<file path="src/rtl/irq_tree.sv">
module irq_tree #(
  parameter int N_SRC = 8,
  parameter int EW    = 8,
  localparam int AW   = $clog2(2 * N_SRC + 2)
) (
  input  logic                  clk,
  input  logic                  rst_n,
  input  logic [N_SRC*EW-1:0]   evt_i,
  input  logic                  pwr_rst_i,
  input  logic                  reg_we_i,
  input  logic [AW-1:0]         reg_addr_i,
  input  logic [EW-1:0]         reg_wdata_i,
  output logic [EW-1:0]         reg_rdata_o,
  output logic                  irq_o
);

  localparam int SUM_ADDR = 2 * N_SRC;
  localparam int TOP_MASK = 2 * N_SRC + 1;

  logic [N_SRC*EW-1:0] flag_q;
  logic [N_SRC*EW-1:0] mask2_q;
  logic [N_SRC-1:0]    mask1_q;
  logic [N_SRC-1:0]    l1;

  for (genvar s = 0; s < N_SRC; s++) begin : g_src
    logic          wr_flag, wr_mask;
    logic [EW-1:0] clr;

    assign wr_flag = reg_we_i && (reg_addr_i == AW'(2 * s));
    assign wr_mask = reg_we_i && (reg_addr_i == AW'(2 * s + 1));
    assign clr     = wr_flag ? reg_wdata_i : '0;

    always_ff @(posedge clk or negedge rst_n) begin
      if (!rst_n) begin
        flag_q[s*EW +: EW]  <= '0;
        mask2_q[s*EW +: EW] <= '1;
      end else begin
        flag_q[s*EW +: EW] <= (flag_q[s*EW +: EW] & ~clr) | evt_i[s*EW +: EW];
        if (wr_mask) mask2_q[s*EW +: EW] <= reg_wdata_i;
      end
    end

    assign l1[s] = |(flag_q[s*EW +: EW] & ~mask2_q[s*EW +: EW]);
  end

  always_ff @(posedge clk or negedge rst_n) begin
    if (!rst_n)
      mask1_q <= '1;
    else if (reg_we_i && reg_addr_i == AW'(TOP_MASK))
      mask1_q <= reg_wdata_i[N_SRC-1:0];
  end

  always_comb begin
    reg_rdata_o = '0;
    for (int s = 0; s < N_SRC; s++) begin
      if (reg_addr_i == AW'(2 * s))     reg_rdata_o = flag_q[s*EW +: EW];
      if (reg_addr_i == AW'(2 * s + 1)) reg_rdata_o = mask2_q[s*EW +: EW];
    end
    if (reg_addr_i == AW'(SUM_ADDR)) reg_rdata_o = EW'(l1);
    if (reg_addr_i == AW'(TOP_MASK)) reg_rdata_o = EW'(mask1_q);
  end

  assign irq_o = !pwr_rst_i && |(l1 & ~mask1_q);

endmodule

</file>
<file path="config.mk">
export PLATFORM = sky130hd
export DESIGN_NAME = irq_tree
export DESIGN_NICKNAME = d
export VERILOG_FILES = /design/src/rtl/irq_tree.sv
export SDC_FILE = /design/constraint.sdc
export NUM_CORES = 1
export LEC_CHECK = 0
export BUFFER_PORTS_ARGS = -buffer_cell sky130_fd_sc_hd__buf_4
export CAP_MARGIN = 20
export CORE_MARGIN = 5
export CORE_UTILIZATION = 40
export CTS_BUF_LIST = sky130_fd_sc_hd__clkbuf_8
export CTS_CLUSTER_SIZE = 20
export DETAILED_ROUTE_END_ITERATION = 10
export HOLD_SLACK_MARGIN = 0.06
export SLEW_MARGIN = 5
export SYNTH_ARGS = -nofsm -noshare
export SYNTH_HDL_FRONTEND = slang
export SYNTH_SLANG_ARGS = --single-unit
</file>
<file path="constraint.sdc">
create_clock -name clk -period 1.6 [get_ports clk]
set_input_delay 0 -clock clk [delete_from_list [all_inputs] [get_ports clk]]
set_output_delay 0 -clock clk [all_outputs]
set_load 0.01 [all_outputs]
</file>
==> results.json <==
{
  "status": "finished with violations",
  "violations": "negative setup slack",
  "vias_per_cell": 5.41,
  "hold_ws_ps": 125,
  "r2r_start": "flag_q[37]$_DFF_PN0_",
  "clock_sinks": 136,
  "hpwl_um": 19800,
  "antenna_cells": 0,
  "fin_crit_sh_pct": 140,
  "cp_max_fo": 2,
  "syn2layout_area_growth_pct": 58.6,
  "synth_ff_type": "dfstp_2",
  "clk_latency_ps": 450,
  "rsz0062_at_grt": "yes",
  "r2r_cells": 3,
  "ir_worst_vdd_uv": 584,
  "synth_top_family_by_area": "compound AO/OA/AOI/OAI gates",
  "nFillCells": 1468,
  "grt_pass1_vias": 7949,
  "vias": 7568,
  "timing.fmax_ghz": 0.447,
  "fin_crit_ps": 2240,
  "synthMuxAreaShare_pct": 11.8,
  "ys_seq_area_share_pct": 46.7,
  "postRouteWirelength_um": 28400,
  "synthSimpleGateAreaFrac_pct": 14.0,
  "grt_max_degree": 42,
  "ys_warn_count": 0,
  "cp-start-kind": "flop",
  "core_area_um2": 18600,
  "ant_nets": 0,
  "synth_fa_ha_area_share_pct": 0,
  "ff_latch_area_um2": 3490,
  "drt-pass1-iter-count": 5,
  "h-tree-depth": 4,
  "maxCapViolCount": 0,
  "hold_path_depth": 3,
  "hold_path_class": "primary input to flop",
  "max-slew-margin-rel_pct": 36.3,
  "antenna_found_initial": 0,
  "drt-wirelength-per-cell_um": 20.3,
  "synth-xor-area-share_pct": 0,
  "port_buffers": 89,
  "die_area_um2": 21600,
  "tightestPinTransition_ps": 955,
  "nets": 1233,
  "synth_edf_count": 0,
  "dieWidth_um": 147,
  "drc_errors": 0,
  "fin_ws_ps": -637,
  "clock_skew_ps": 0,
  "ios": 90,
  "setup_viol": 9,
  "cts.clk_slew.worst_paths_ps": 80,
  "r2r_slack_ps": 220,
  "syn_area_um2": 7490,
  "num_rows": 50,
  "grt_pass1_wl_um": 44800,
  "hold_end": "mask2_q[37]$_DFFE_PN1P_",
  "gp_congestion": 0.983,
  "drtIter0Drc": 593,
  "arrival_ps": 2240,
  "numCtsBuffers": 17,
  "synth-async-reset-ratio_pct": 100,
  "syn_area_per_cell_um2": 9.84,
  "min_from": "reg_we_i",
  "gr-total-overflow": 0,
  "syn_nets": 842,
  "path_class": "flop to primary output",
  "tritoncts": "yes",
  "final_hold_viol_count": 0,
  "synth_compound_area_share_pct": 21.2,
  "rr_endpoint": "flag_q[37]$_DFF_PN0_",
  "initial_core_util_pct": 40.3,
  "grt_usage_pct": 26.7,
  "multi_input_area_um2": 3850,
  "drive_gt1_share_pct": 48.2,
  "cellLeakagePower_nw": 5.25,
  "syn-instance-count": 761,
  "power_density_nw_per_um2": 838,
  "yosys.cell_types.count": 61,
  "cts_root_buffer": "clkbuf_8",
  "drv_slew": 0,
  "cts.path.max_buffers": 2,
  "power_mw": 9.96,
  "synth-seq-cells": 136,
  "die_y_um": 147,
  "required_ps": 1600,
  "cp-end-kind": "primary output"
}
==> power by group <==
group / internal, mW / total, mW / switching [mW]
registers: 4.07 / 4.34 / 0.275
logic: 1.28 / 2.29 / 1.01
clock network: 1.93 / 3.32 / 1.39
total: 7.28 / 9.96 / 2.68
==> per-layer routing <==
layer / wire [um] / track usage (%)
met5: 0 / 0
met4: 831 / 9.55
met3: 1570 / 4.53
met2: 13600 / 44.2
met1: 12400 / 35.4
==> registers in the layout, indices dropped and copies added (netlist names) <==
signal and count:
mask2_q 64, mask1_q 8, flag_q 64
==> per-stage QoR <==
step	setup slack [ps]	setup TNS, ps	utilization [%]	cells	cell area [um^2]
finish	-637	-4600	63.9	1399	11900
global route	-752	-5470	63.9	1399	11900
CTS	-695	-6400	62.9	1395	11700
detailed placement	-401	-2440	52.8	1241	9800
global placement	-287	-2040	52.8	1241	9800
floorplan	165	0	-	761	7490
==> how the worst max path moves through the flow <==
stage                                        from  endpoint  slack (ps)  depth (start not counted)
after floorplan           mask2_q[38]$_DFFE_PN1P_     irq_o         170                          6
after global placement    mask2_q[38]$_DFFE_PN1P_     irq_o        -290                          9
after detailed placement  mask2_q[38]$_DFFE_PN1P_     irq_o        -400                          9
after CTS                 mask2_q[46]$_DFFE_PN1P_     irq_o        -690                          9
after global routing      mask2_q[46]$_DFFE_PN1P_     irq_o        -750                          9
final                     mask2_q[46]$_DFFE_PN1P_     irq_o        -640                          9
==> layout make-up <==
class	count	area share, %
multi-input combinational	518	32.4
timing repair buffer	415	29.8
sequential	136	29.4
tap	234	2.47
clock buffer	19	2.20
inverter	64	2.02
clock inverter	13	1.71
==> critical path: stages (launching register included) <==
cell and delay, ps:
dfstp_2 540, nand2b_4 120, o2111ai_2 120, nor3_2 150
buf_4 170, o22ai_2 80, nor4_2 280, buf_4 160
nor2_2 30, buf_4 130
==> layout by cell type (no fill, tap or decap), drive strengths merged, types with 4 or more instances in the layout <==
cell,count
o22ai,50
a31oi,7
a22oi,7
bufinv,5
nand2b,9
inv,65
nand2,96
clkinv,4
clkbuf,19
nor4,10
nand3,12
o211ai,8
nor3,15
nand3b,5
a211oi,6
a21oi,28
nor2b,6
o21ai,24
nor2,42
dfrtp,64
mux2i,7
dlygate4sd3,110
mux2,72
o221ai,4
a221oi,7
dfstp,72
buf,304
a21o,64
==> repair_timing <==
item / CTS / global route
hold endpoints to repair: 223 / 0
pin swaps: 26 / 13
gates resized for setup: 47 / 35
setup endpoints to repair: 9 / 60
buffers inserted: 11 / 5
hold buffers: 111 / 0
==> cell usage after synthesis (10+ instances only) <==
master,number,area share [%]
o22ai_1,50,4.2
nor2_1,31,1.6
dfrtp_1,64,21
nand2_1,94,4.7
mux2_2,72,11
clkbuf_1,13,0.65
buf_2,13,0.87
nand3_1,12,0.80
o21ai_0,23,1.5
dfstp_2,72,25
inv_1,63,3.2
nor4_1,10,0.84
a21o_1,64,6.4
a21oi_1,28,1.9
==> kinds of logic (layout without fill, tap and decap cells) <==
family,after synthesis,in the layout
AO/OA/AOI/OAI,229,229
AND/OR/NAND/NOR,210,210
flip-flops,136,136
buffers and inverters,107,511
multiplexers,79,79
Note: power is estimated with default switching activity, not from simulation.
